`config.mk`:
```
export PLATFORM = sky130hd
export DESIGN_NAME = eprom_prog_seq
export DESIGN_NICKNAME = d
export VERILOG_FILES = /design/src/rtl/eprom_prog_pkg.sv /design/src/rtl/eprom_cycle_timer.sv /design/src/rtl/eprom_addr_walker.sv /design/src/rtl/eprom_byte_judge.sv /design/src/rtl/eprom_prog_seq.sv
export SDC_FILE = /design/constraint.sdc
export NUM_CORES = 1
export LEC_CHECK = 0
export BUFFER_PORTS_ARGS = -buffer_cell sky130_fd_sc_hd__buf_2
export CORE_ASPECT_RATIO = 0.75
export CORE_MARGIN = 5
export CORE_UTILIZATION = 45
export DETAILED_ROUTE_END_ITERATION = 6
export HOLD_SLACK_MARGIN = 0.15
export PLACE_DENSITY = 0.67
export SLEW_MARGIN = 20
export SYNTH_ARGS = -nofsm -noshare
export SYNTH_HDL_FRONTEND = slang
export SYNTH_SLANG_ARGS = --single-unit
```
`constraint.sdc`:
```
create_clock -name clk -period 4.83 [get_ports clk]
set_input_delay 0.966 -clock clk [delete_from_list [all_inputs] [get_ports clk]]
set_output_delay 0.966 -clock clk [all_outputs]
set_load 0.005 [all_outputs]
```
`src/rtl/eprom_prog_pkg.sv`:
```
// Shared types for the EPROM programming sequencer.
// Assumes: consumers import the package; the encodings below are visible at the ports.
package eprom_prog_pkg;

    typedef enum logic [3:0] {
        ST_IDLE,
        ST_PREAD,
        ST_PCHECK,
        ST_PULSE,
        ST_RECOVER,
        ST_VREAD,
        ST_VCHECK,
        ST_STEP,
        ST_SETTLE,
        ST_FREAD,
        ST_FCHECK,
        ST_END
    } seq_state_t;

    typedef enum logic [1:0] {
        ERR_NONE     = 2'd0,
        ERR_CONFLICT = 2'd1,
        ERR_PULSES   = 2'd2,
        ERR_FINAL    = 2'd3
    } err_code_t;

endpackage

```
`src/rtl/eprom_cycle_timer.sv`:
```
// Down-counting interval timer.
// A load sets the count to N-1, and expired is high on the last cycle of an
// N-cycle interval. Assumes the owner loads on every state entry that needs timing.
module eprom_cycle_timer #(
    parameter int TW = 8
) (
    input  logic          clk,
    input  logic          rst_n,
    input  logic          load,
    input  logic [TW-1:0] load_val,
    output logic          expired
);
    logic [TW-1:0] cnt_q;

    // Count down to zero and hold there until reloaded.
    always_ff @(posedge clk) begin
        if (!rst_n) begin
            cnt_q <= '0;
        end else if (load) begin
            cnt_q <= load_val;
        end else if (cnt_q != '0) begin
            cnt_q <= cnt_q - 1'b1;
        end
    end

    assign expired = (cnt_q == '0);

    AST_TMR_HOLD_ZERO: assert property (@(posedge clk) disable iff (!rst_n)
        (!load && cnt_q == '0) |=> (cnt_q == '0));

endmodule

```
`src/rtl/eprom_addr_walker.sv`:
```
// Address stepper for one pass over the range.
// Loads a base and a span, advances by one per step, and flags the last location.
// Assumes: the owner never steps past the last location and never loads a span of 0.
module eprom_addr_walker #(
    parameter int AW = 8
) (
    input  logic          clk,
    input  logic          rst_n,
    input  logic          load,
    input  logic [AW-1:0] base,
    input  logic [AW:0]   span,
    input  logic          step,
    output logic [AW-1:0] addr,
    output logic          last
);
    logic [AW-1:0] addr_q;
    logic [AW:0]   left_q;

    // Hold the current location and the number of locations still to visit.
    always_ff @(posedge clk) begin
        if (!rst_n) begin
            addr_q <= '0;
            left_q <= '0;
        end else if (load) begin
            addr_q <= base;
            left_q <= span;
        end else if (step) begin
            addr_q <= addr_q + 1'b1;
            left_q <= left_q - 1'b1;
        end
    end

    assign addr = addr_q;
    assign last = (left_q == {{AW{1'b0}}, 1'b1});

    AST_WALK_IN_RANGE: assert property (@(posedge clk) disable iff (!rst_n)
        step |-> (left_q > {{AW{1'b0}}, 1'b1}));

endmodule

```
`src/rtl/eprom_byte_judge.sv`:
```
// Compares a byte read back from the memory with the wanted byte.
// conflict: some bit needs a 0 -> 1 change, which programming cannot make.
// match: the two bytes are equal. Purely combinational.
module eprom_byte_judge #(
    parameter int DW = 8
) (
    input  logic [DW-1:0] cur,
    input  logic [DW-1:0] want,
    output logic          conflict,
    output logic          match
);
    logic [DW-1:0] blocked;
    logic [DW-1:0] differs;

    for (genvar b = 0; b < DW; b++) begin : g_bit
        // Per-bit classification of the two bytes.
        assign blocked[b] = want[b] & ~cur[b];
        assign differs[b] = want[b] ^ cur[b];
    end

    assign conflict = |blocked;
    assign match    = ~|differs;

endmodule

```
`src/rtl/eprom_prog_seq.sv`:
```
// Pulse-and-verify EPROM programming sequencer (top).
// Walks a range upward. At each location it: reads the location, refuses an
// impossible 0->1 change, then alternates fixed program pulses with
// read-backs until the byte matches or the pulse budget is spent. The range is
// then re-read at nominal supplies.
// Assumes: src_data answers src_addr combinationally; rom_dq_in is valid
// READ_WAIT cycles after rom_oe_n falls; supplies settle within SETTLE_CYC.
module eprom_prog_seq
    import eprom_prog_pkg::*;
#(
    parameter int AW         = 19,
    parameter int DW         = 8,
    parameter int CLK_HZ     = 250_000_000,
    parameter int PULSE_US   = 100,
    parameter int MAX_PULSES = 25,
    parameter int READ_WAIT  = 4,
    parameter int SETTLE_CYC = 16
) (
    input  logic          clk,
    input  logic          rst_n,
    input  logic          start,
    input  logic [AW-1:0] start_addr,
    input  logic [AW:0]   byte_count,
    output logic [AW-1:0] src_addr,
    input  logic [DW-1:0] src_data,
    output logic [AW-1:0] rom_addr,
    output logic [DW-1:0] rom_dq_out,
    output logic          rom_dq_oe,
    input  logic [DW-1:0] rom_dq_in,
    output logic          rom_pgm_n,
    output logic          rom_oe_n,
    output logic          vpp_req,
    output logic          vcc_hi_req,
    output logic          busy,
    output logic          done,
    output logic          err,
    output logic [1:0]    err_code,
    output logic [AW-1:0] err_addr
);
    localparam int PULSE_CYC = (CLK_HZ / 1_000_000) * PULSE_US;
    localparam int TW        = $clog2(PULSE_CYC + READ_WAIT + SETTLE_CYC + 1);
    localparam int PW        = $clog2(MAX_PULSES + 1);
    localparam logic [TW-1:0] T_PULSE  = TW'(PULSE_CYC - 1);
    localparam logic [TW-1:0] T_READ   = TW'(READ_WAIT - 1);
    localparam logic [TW-1:0] T_SETTLE = TW'(SETTLE_CYC - 1);
    localparam logic [PW-1:0] P_LIMIT  = PW'(MAX_PULSES);

    seq_state_t    state_q, state_nxt;
    logic [AW-1:0] start_q;
    logic [AW:0]   count_q;
    logic [DW-1:0] rd_q, tgt_q;
    logic [PW-1:0] pulse_cnt_q;
    logic          done_q, err_q;
    err_code_t     code_q;
    logic [AW-1:0] eaddr_q;

    logic          tmr_load, tmr_zero;
    logic [TW-1:0] tmr_val;
    logic          walk_load, walk_step, walk_last;
    logic [AW-1:0] walk_addr, walk_base;
    logic [AW:0]   walk_span;
    logic          conflict, match;
    logic          accept, in_read, fin_ok, fin_err;
    err_code_t     fin_code;

    assign accept  = start && (state_q == ST_IDLE || state_q == ST_END);
    assign in_read = (state_q == ST_PREAD) || (state_q == ST_VREAD) || (state_q == ST_FREAD);

    eprom_cycle_timer #(.TW(TW)) i_timer (
        .clk      (clk),
        .rst_n    (rst_n),
        .load     (tmr_load),
        .load_val (tmr_val),
        .expired  (tmr_zero)
    );

    eprom_addr_walker #(.AW(AW)) i_walker (
        .clk   (clk),
        .rst_n (rst_n),
        .load  (walk_load),
        .base  (walk_base),
        .span  (walk_span),
        .step  (walk_step),
        .addr  (walk_addr),
        .last  (walk_last)
    );

    eprom_byte_judge #(.DW(DW)) i_judge (
        .cur      (rd_q),
        .want     (tgt_q),
        .conflict (conflict),
        .match    (match)
    );

    // Next-state, walker control and completion decisions.
    always_comb begin
        state_nxt = state_q;
        walk_load = 1'b0;
        walk_step = 1'b0;
        fin_ok    = 1'b0;
        fin_err   = 1'b0;
        fin_code  = ERR_NONE;
        unique case (state_q)
            ST_IDLE, ST_END: begin
                if (accept) begin
                    if (byte_count == '0) begin
                        state_nxt = ST_END;
                        fin_ok    = 1'b1;
                    end else begin
                        state_nxt = ST_PREAD;
                        walk_load = 1'b1;
                    end
                end
            end
            ST_PREAD:   if (tmr_zero) state_nxt = ST_PCHECK;
            ST_PCHECK: begin
                if (conflict) begin
                    state_nxt = ST_END;
                    fin_err   = 1'b1;
                    fin_code  = ERR_CONFLICT;
                end else if (match) begin
                    state_nxt = ST_STEP;
                end else begin
                    state_nxt = ST_PULSE;
                end
            end
            ST_PULSE:   if (tmr_zero) state_nxt = ST_RECOVER;
            ST_RECOVER: state_nxt = ST_VREAD;
            ST_VREAD:   if (tmr_zero) state_nxt = ST_VCHECK;
            ST_VCHECK: begin
                if (match) begin
                    state_nxt = ST_STEP;
                end else if (pulse_cnt_q == P_LIMIT) begin
                    state_nxt = ST_END;
                    fin_err   = 1'b1;
                    fin_code  = ERR_PULSES;
                end else begin
                    state_nxt = ST_PULSE;
                end
            end
            ST_STEP: begin
                if (walk_last) begin
                    state_nxt = ST_SETTLE;
                    walk_load = 1'b1;
                end else begin
                    state_nxt = ST_PREAD;
                    walk_step = 1'b1;
                end
            end
            ST_SETTLE:  if (tmr_zero) state_nxt = ST_FREAD;
            ST_FREAD:   if (tmr_zero) state_nxt = ST_FCHECK;
            ST_FCHECK: begin
                if (!match) begin
                    state_nxt = ST_END;
                    fin_err   = 1'b1;
                    fin_code  = ERR_FINAL;
                end else if (walk_last) begin
                    state_nxt = ST_END;
                    fin_ok    = 1'b1;
                end else begin
                    state_nxt = ST_FREAD;
                    walk_step = 1'b1;
                end
            end
            default:    state_nxt = ST_IDLE;
        endcase
    end

    assign walk_base = accept ? start_addr : start_q;
    assign walk_span = accept ? byte_count : count_q;

    // Timer interval chosen by the state being entered.
    always_comb begin
        tmr_load = (state_nxt != state_q);
        unique case (state_nxt)
            ST_PULSE:                     tmr_val = T_PULSE;
            ST_PREAD, ST_VREAD, ST_FREAD: tmr_val = T_READ;
            ST_SETTLE:                    tmr_val = T_SETTLE;
            default:                      tmr_val = '0;
        endcase
    end

    // State register.
    always_ff @(posedge clk) begin
        if (!rst_n) state_q <= ST_IDLE;
        else        state_q <= state_nxt;
    end

    // Capture the run parameters when a start is accepted.
    always_ff @(posedge clk) begin
        if (!rst_n) begin
            start_q <= '0;
            count_q <= '0;
        end else if (accept) begin
            start_q <= start_addr;
            count_q <= byte_count;
        end
    end

    // Latch read-back and wanted byte at the end of each read window.
    always_ff @(posedge clk) begin
        if (!rst_n) begin
            rd_q  <= '0;
            tgt_q <= '0;
        end else if (in_read && tmr_zero) begin
            rd_q  <= rom_dq_in;
            tgt_q <= src_data;
        end
    end

    // Count the pulses given to the current location.
    always_ff @(posedge clk) begin
        if (!rst_n)                             pulse_cnt_q <= '0;
        else if (state_q == ST_PCHECK)          pulse_cnt_q <= '0;
        else if (state_q == ST_PULSE && tmr_zero) pulse_cnt_q <= pulse_cnt_q + 1'b1;
    end

    // Completion status, held until the next accepted start.
    always_ff @(posedge clk) begin
        if (!rst_n) begin
            done_q  <= 1'b0;
            err_q   <= 1'b0;
            code_q  <= ERR_NONE;
            eaddr_q <= '0;
        end else if (fin_ok || fin_err) begin
            done_q  <= 1'b1;
            err_q   <= fin_err;
            code_q  <= fin_code;
            eaddr_q <= fin_err ? walk_addr : '0;
        end else if (accept) begin
            done_q  <= 1'b0;
            err_q   <= 1'b0;
            code_q  <= ERR_NONE;
            eaddr_q <= '0;
        end
    end

    assign src_addr   = walk_addr;
    assign rom_addr   = walk_addr;
    assign rom_dq_out = tgt_q;
    assign rom_dq_oe  = (state_q == ST_PULSE);
    assign rom_pgm_n  = (state_q != ST_PULSE);
    assign rom_oe_n   = !in_read;
    assign vpp_req    = (state_q == ST_PREAD)   || (state_q == ST_PCHECK) ||
                        (state_q == ST_PULSE)   || (state_q == ST_RECOVER) ||
                        (state_q == ST_VREAD)   || (state_q == ST_VCHECK) ||
                        (state_q == ST_STEP);
    assign vcc_hi_req = vpp_req;
    assign busy       = (state_q != ST_IDLE) && (state_q != ST_END);
    assign done       = done_q;
    assign err        = err_q;
    assign err_code   = code_q;
    assign err_addr   = eaddr_q;

    // Length of the current low run on the program strobe, for the width check.
    logic [31:0] low_run_q;
    always_ff @(posedge clk) begin
        if (!rst_n || rom_pgm_n) low_run_q <= '0;
        else                     low_run_q <= low_run_q + 1'b1;
    end

    AST_PULSE_WIDTH: assert property (@(posedge clk) disable iff (!rst_n)
        $rose(rom_pgm_n) |-> (low_run_q == 32'(PULSE_CYC)));
    AST_PULSE_SUPPLY: assert property (@(posedge clk) disable iff (!rst_n)
        !rom_pgm_n |-> (rom_oe_n && rom_dq_oe && vpp_req && vcc_hi_req));
    AST_NO_CONTENTION: assert property (@(posedge clk) disable iff (!rst_n)
        !rom_oe_n |-> (rom_pgm_n && !rom_dq_oe));
    AST_PULSE_BUDGET: assert property (@(posedge clk) disable iff (!rst_n)
        pulse_cnt_q <= P_LIMIT);
    AST_CORE_WITH_VPP: assert property (@(posedge clk) disable iff (!rst_n)
        vcc_hi_req |-> vpp_req);
    AST_DONE_NOT_BUSY: assert property (@(posedge clk) disable iff (!rst_n)
        done |-> !busy);
    AST_ERR_HAS_CODE: assert property (@(posedge clk) disable iff (!rst_n)
        err |-> (done && err_code != 2'd0));
    AST_STATUS_HOLD: assert property (@(posedge clk) disable iff (!rst_n)
        (done && !start) |=> (done && $stable(err) && $stable(err_code) && $stable(err_addr)));

endmodule

```
Word level (Yosys, flattened, before mapping)

Cells that the tools add are included.

Reduce and logical (&&, ||, !) cells: 28
$add $sub $neg: 4
Equal/unequal tests: 21
Multiplexer cells: 53
Bitwise gates (word level): 25

Operator list:

| kind                    | number |
|---|---|
| $mux W19                | 6 |
| $mux W20                | 3 |
| $pmux W15 S3            | 1 |
| $mux W4                 | 11 |
| $pmux W4 S11            | 1 |
| $mux W15                | 2 |
| $eq A4 B4 Y1 const B    | 6 |
| $eq A20 B1 Y1 const B   | 1 |
| $eq A4 B3 Y1 const B    | 5 |
| $logic_not A20 Y1       | 1 |
| $sub A20 B1 Y20 const B | 1 |
| $add A19 B1 Y19 const B | 1 |
| $mux W1                 | 16 |
| $reduce_or A8 Y1        | 2 |
| $logic_not A15 Y1       | 1 |
| $reduce_bool A15 Y1     | 1 |
| $sub A15 B1 Y15 const B | 1 |
| $mux W2                 | 7 |
| $eq A4 B2 Y1 const B    | 3 |
| $logic_or A1 B1 Y1      | 10 |
| $not A1 Y1              | 9 |
| $and A1 B1 Y1           | 8 |
| $eq A4 B1 Y1 const B    | 2 |
| $xor A1 B1 Y1           | 8 |
| 16 further kinds        | 24 |

Bits in registers: 141
Bits of input ports: 58

Logic depth before layout (Yosys ltp)

Depth after elaboration: 9
Mapped depth: 11
Depth with buffers taken out: 9

Modules after synthesis

A second synthesis with hierarchy kept.

Cell total of the unflattened synthesis: 920
Area, all modules: 7140.6 µm²

By module, submodules not included:

| module            | instances | cells an instance | area an instance (µm²) | sequential area each (µm²) |
|---|---|---|---|---|
| eprom_prog_seq    | 1         | 524               | 3940.0                 | 1741.7 |
| eprom_addr_walker | 1         | 273               | 2184.6                 | 780.7 |
| eprom_cycle_timer | 1         | 101               | 853.3                  | 300.3 |
| eprom_byte_judge  | 1         | 22                | 162.7                  | 0.0 |

Worst setup path after synthesis

OpenSTA, ideal clock, no wires.

Path type: input -> register
Start: input byte_count[15]
End: register i_timer.cnt_q[13]
Stages: 7
Setup time: 84 ps
Arrival: 2994 ps
Buffers on the path: 1
Slack: 1752 ps
Data required time: 4746 ps
Cell sequence: or4_1 nor3_1 a2111oi_2 xnor2_1 or4_4 buf_6 o31ai_2

Word-level cells in the longest chain between the ends: 8

RTL lines:

| what                                       | line                    | text |
|---|---|---|
| start, declared                            | eprom_prog_seq.sv:23    | `input logic [AW:0] byte_count,` |
| $logic_not A20 Y1 (*)                      | eprom_prog_seq.sv:106   | `if (byte_count == '0) begin` |
| $mux W4 (*)                                | eprom_prog_seq.sv:106   |  |
| $mux W4 (*)                                | eprom_prog_seq.sv:105   | `if (accept) begin` |
| $pmux W4 S11 (*)                           | eprom_prog_seq.sv:103   | `unique case (state_q)` |
| $eq A4 B1 Y1, or another cell as far along | eprom_prog_seq.sv:175   | `unique case (state_nxt)` |
| $reduce_or A3 Y1                           | eprom_prog_seq.sv:175   |  |
| $pmux W15 S3                               | eprom_prog_seq.sv:175   |  |
| $mux W15                                   | eprom_cycle_timer.sv:19 | `end else if (load) begin` |
| end signal, assigned                       | eprom_cycle_timer.sv:20 | `cnt_q <= load_val;` |
| end signal, assigned                       | eprom_cycle_timer.sv:22 | `cnt_q <= cnt_q - 1'b1;` |
| end, declared                              | eprom_cycle_timer.sv:13 | `logic [TW-1:0] cnt_q;` |

Mark *: on every way between the ends. The rest lies on a longest branch, timed or not.
A chain may end at the register's enable or synchronous reset.

Worst setup path after layout

Start: register state_q[2]
End: register i_timer.cnt_q[5]

Word-level cells in the longest chain between the ends: 9

RTL lines:

| what                                                    | line                                        | text |
|---|---|---|
| start, declared                                         | eprom_prog_seq.sv:48                        | `seq_state_t state_q, state_nxt;` |
| start signal, assigned                                  | eprom_prog_seq.sv:186                       | `else state_q <= state_nxt;` |
| $eq A4 B4 Y1 / $logic_not A4 Y1 (equally long branches) | eprom_prog_seq.sv:66, eprom_prog_seq.sv:103 |  |
| $logic_or A1 B1 Y1                                      | eprom_prog_seq.sv:66                        | `assign accept = start && (state_q == ST_IDLE \|\| state_q == ST_END);` |
| $logic_and A1 B1 Y1                                     | eprom_prog_seq.sv:66                        |  |
| $mux W4                                                 | eprom_prog_seq.sv:105                       |  |
| $pmux W4 S11                                            | eprom_prog_seq.sv:103                       |  |
| $eq A4 B1 Y1, or another cell as far along              | eprom_prog_seq.sv:175                       |  |
| $reduce_or A3 Y1                                        | eprom_prog_seq.sv:175                       |  |
| $pmux W15 S3                                            | eprom_prog_seq.sv:175                       |  |
| $mux W15                                                | eprom_cycle_timer.sv:19                     |  |

Several ways; a longest one is shown, not always the timed one.

==> impl.org <==
** Floorplanning
- For this configuration, the core starts out at a cell density of 0.460.
- IO Pins :: approximately 130
- Std-Cell Core Area :: about 15,000 um2
- Die area :: roughly 17,000 um2
- In this run the core area contains 38 standard-cell rows.
- Die Y :: 116 um
- Horiz. Die Dim :: 151 um

** Status
- Result of the run :: finished clean

** Timing
- Highest clock frequency the design can meet :: 286 MHz
- The hold violation total from the final report is 0.
- Final cycle utilization of the critical path :: 0.725
- Relative slew margins :: 0.437
- Setup violations remaining at the end of the flow were counted as 0.
- The worst path needs about 3500 ps of the cycle, external delays included.
- Across the routed clock network, the largest skew measured is 10.9 ps.
- Setup total negative slack :: 0 ps
- Least-Margin Pin Slew :: 831 ps
- Final number of max-transition violations :: 0
- RSZ-0062 raised after global routing :: no

** Global routing
- Gr usage total :: 0.201
- Remaining global-route overflow :: 0
- Number of global-route vias before repair :: 5,297
- The first global-routing pass estimated about 28,000 um of wire.
- Entering global routing, the biggest net connects 60 pins.
- The initial antenna violation count was 0.

** Final layout
- Counting the fill cells in the layout gives 1,365.
- The repair_antennas step left the layout with diodes totalling 0.
- Finished layout cell area :: roughly 8000 um2
- Area Overhead vs Synth :: 18.8%
- For this run, the number of standard cells in the final layout without fillers is 1,094.
- Most frequent standard cell in the layout excluding fill and tap cells :: dfxtp_1
- Post-layout net count :: 953
- Share of post-route cells with drive strength above 1 :: 0.215
- The library cells used most frequently in the layout, excluding fill and tap cells, are 141 x dfxtp_1, 132 x buf_2, 129 x nor2_1.

** Synthesis
- Counting flops and latches in the post-synthesis netlist gives 141.
- Count of flip-flops with a built-in enable after synthesis :: 0
- Area of the mapped netlist :: 6690 um2
- Avg Inst Size Synth :: ~8.5 um2
- Fraction of synthesis flops using an asynchronous set or reset pin :: 0
- Synthesis produced a netlist with a net count of 855.
- Synth unique cells :: 66
- Number of cells produced by synthesis :: just under 800
- Register area share after synthesis :: 0.422
- Yosys printed 0 warnings.
- In the synthesized netlist the dominant register cell turns out to be dfxtp_1.

** Pwr
- Power spread over the standard cell area amounts to around 600 nW/um2.
- VDD IR-drop max :: 371 uV
- Static leakage :: ~0.0035 uW

** Detailed routing
- The first routing iteration left 498 violations.
- Wires add up to between 15,000 and 20,000 um.
- Number of vias in the routed layout :: 5,967
- TritonRoute pass-1 iters :: 5
- After detailed routing, the average wire length per cell comes to between 15 and 20 um.
- Post-detailed-route via-to-cell ratio :: 5.45
- After detailed routing, the number of remaining DRC violations is 0.
- Number of antenna-violating nets in the routed design :: 0

** Worst setup path
- The critical path contains buffers and inverters numbering 0 combined.
- Startpoint Class :: register
- Grouping stages by cell kind, the critical path spends the most delay in compound AO/OA/AOI/OAI gates.
- Sort of element at the end of the critical path :: register
- For this design, the slowest cell found on the critical path is o311ai_1.
- Of all nets on the critical path, the largest fanout is 16.
- Required time of the critical path :: 5090 ps
- Worst path max stage delay :: 760 ps
- Critical-path cell list :: and4b_1, o21ai_4, nor3_1, a2111oi_2, xnor2_1, o311ai_1, o31ai_1
- Classification of the worst setup path :: reg -> reg
- CP arrival :: 3760 ps

** Clocking
- After clock tree synthesis, the clock-pin slew on the worst setup and hold paths is roughly 70 ps.
- Hold repair after CTS inserted 0 buffers.
- Post-CTS Setup Repair Bufs :: 0
- Clock tree from TritonCTS :: built
- After clock tree synthesis, the repair step resized 0 gates.
- Count of H-tree levels built during CTS :: 4
- Clock root buffer :: clkbuf_16
- Counting along the longest clock path gives a buffer depth of 2.
- Worst skew pair latency :: around 420 ps
- Buffers inserted during clock tree synthesis total 17.
- Clock sink total :: 141

** Placement
- HPWL Detailed :: roughly 12,000 um
- In this run the cell area measured after placement is approximately 7400 um2.
- Last weighted congestion value of the routability-driven placer :: ~0.88
- Number of input and output port buffers inserted :: 132
- Inst Count DP :: ~1,100

** Worst hold path
- Hold crit path type :: reg -> reg

** Flow run
- Across the run, the number of max-cap violations was 0.
## worst min-delay path: stages (launching register included)
cell     delay, ps
dfxtp_1        310
nand2_1         50
a21oi_1         50
## sequential cells by signal, summed over array words and instances (netlist names)
name / cells
count_q: 20
done: 1
err: 1
err_addr: 19
err_code: 2
i_timer.cnt_q: 15
i_walker.addr: 19
i_walker.left_q: 20
pulse_cnt_q: 5
rd_q: 8
rom_dq_out: 8
start_q: 19
state_q: 4
## path summary, 6_finish.rpt
kind | from | to | slack, ps | depth (start not counted)
max reg2reg | state_q[2] | i_timer.cnt_q[5] | 1330 | 7
max | state_q[2] | i_timer.cnt_q[5] | 1330 | 7
min reg2reg | rd_q[3] | rd_q[3] | 460 | 2
min | rd_q[3] | rd_q[3] | 460 | 2
## synthesized netlist by cell type, drive strengths merged, types with 10 or more instances
cell / number / area, um2
a211oi: 12 / 90.1
xnor2: 17 / 149
buf: 24 / 174
ha: 14 / 175
clkbuf: 38 / 143
nand2: 65 / 244
dfxtp: 141 / 2820
inv: 20 / 75.1
mux2i: 40 / 400
nand3: 21 / 110
nand4: 13 / 81.3
a21oi: 34 / 170
xor2: 20 / 175
nor4: 20 / 125
nor3: 16 / 80.1
and3: 10 / 62.6
o21ai: 23 / 115
nor2: 130 / 488
a22oi: 19 / 143
## where the power goes
group          internal (uW)  switching, uW  total [uW]
clock network            728            560        1290
logic                    735           1080        1810
registers               1400            243        1640
## layout make-up
class | instances | area [um2] | share of cell area
flip-flops and latches | 141 | 2820 | 0.355
repair buffers | 141 | 728 | 0.0916
well taps | 200 | 250 | 0.0315
multi-input cells | 560 | 3500 | 0.440
clock buffers | 17 | 425 | 0.0535
clock inverters | 15 | 154 | 0.0193
inverters | 20 | 76.3 | 0.00960
## cells by family after synthesis
kind of cell	share of synthesized area
buffers and inverters	0.0585
and+or+nand+nor	0.230
adders and majority gates	0.0262
muxes	0.0598
DFF	0.422
AOI/OAI and AO/OA	0.155
xor gates and xnor gates	0.0484
## per-stage QoR
step	util	power [uW]	hold WS, ps	setup slack (ps)
floorplan	-	3000	432	1750
global placement	0.507	3440	439	1170
detailed placement	0.507	3460	454	1050
CTS	0.546	4750	469	1400
global route	0.547	5070	486	922
finish	0.547	4740	461	1330
## per-layer routing
| metal | vias to the layer above | track usage | wire length, um |
|---|---|---|---|
| li1 | 2969 | - | - |
| met4 | 0 | 0.0580 | 172 |
| met5 | - | 0 | 0 |
| met2 | 198 | 0.269 | 7010 |
| met3 | 16 | 0.0367 | 1150 |
| met1 | 2784 | 0.322 | 9170 |
No activity file was read; power rests on OpenSTA's default activity.
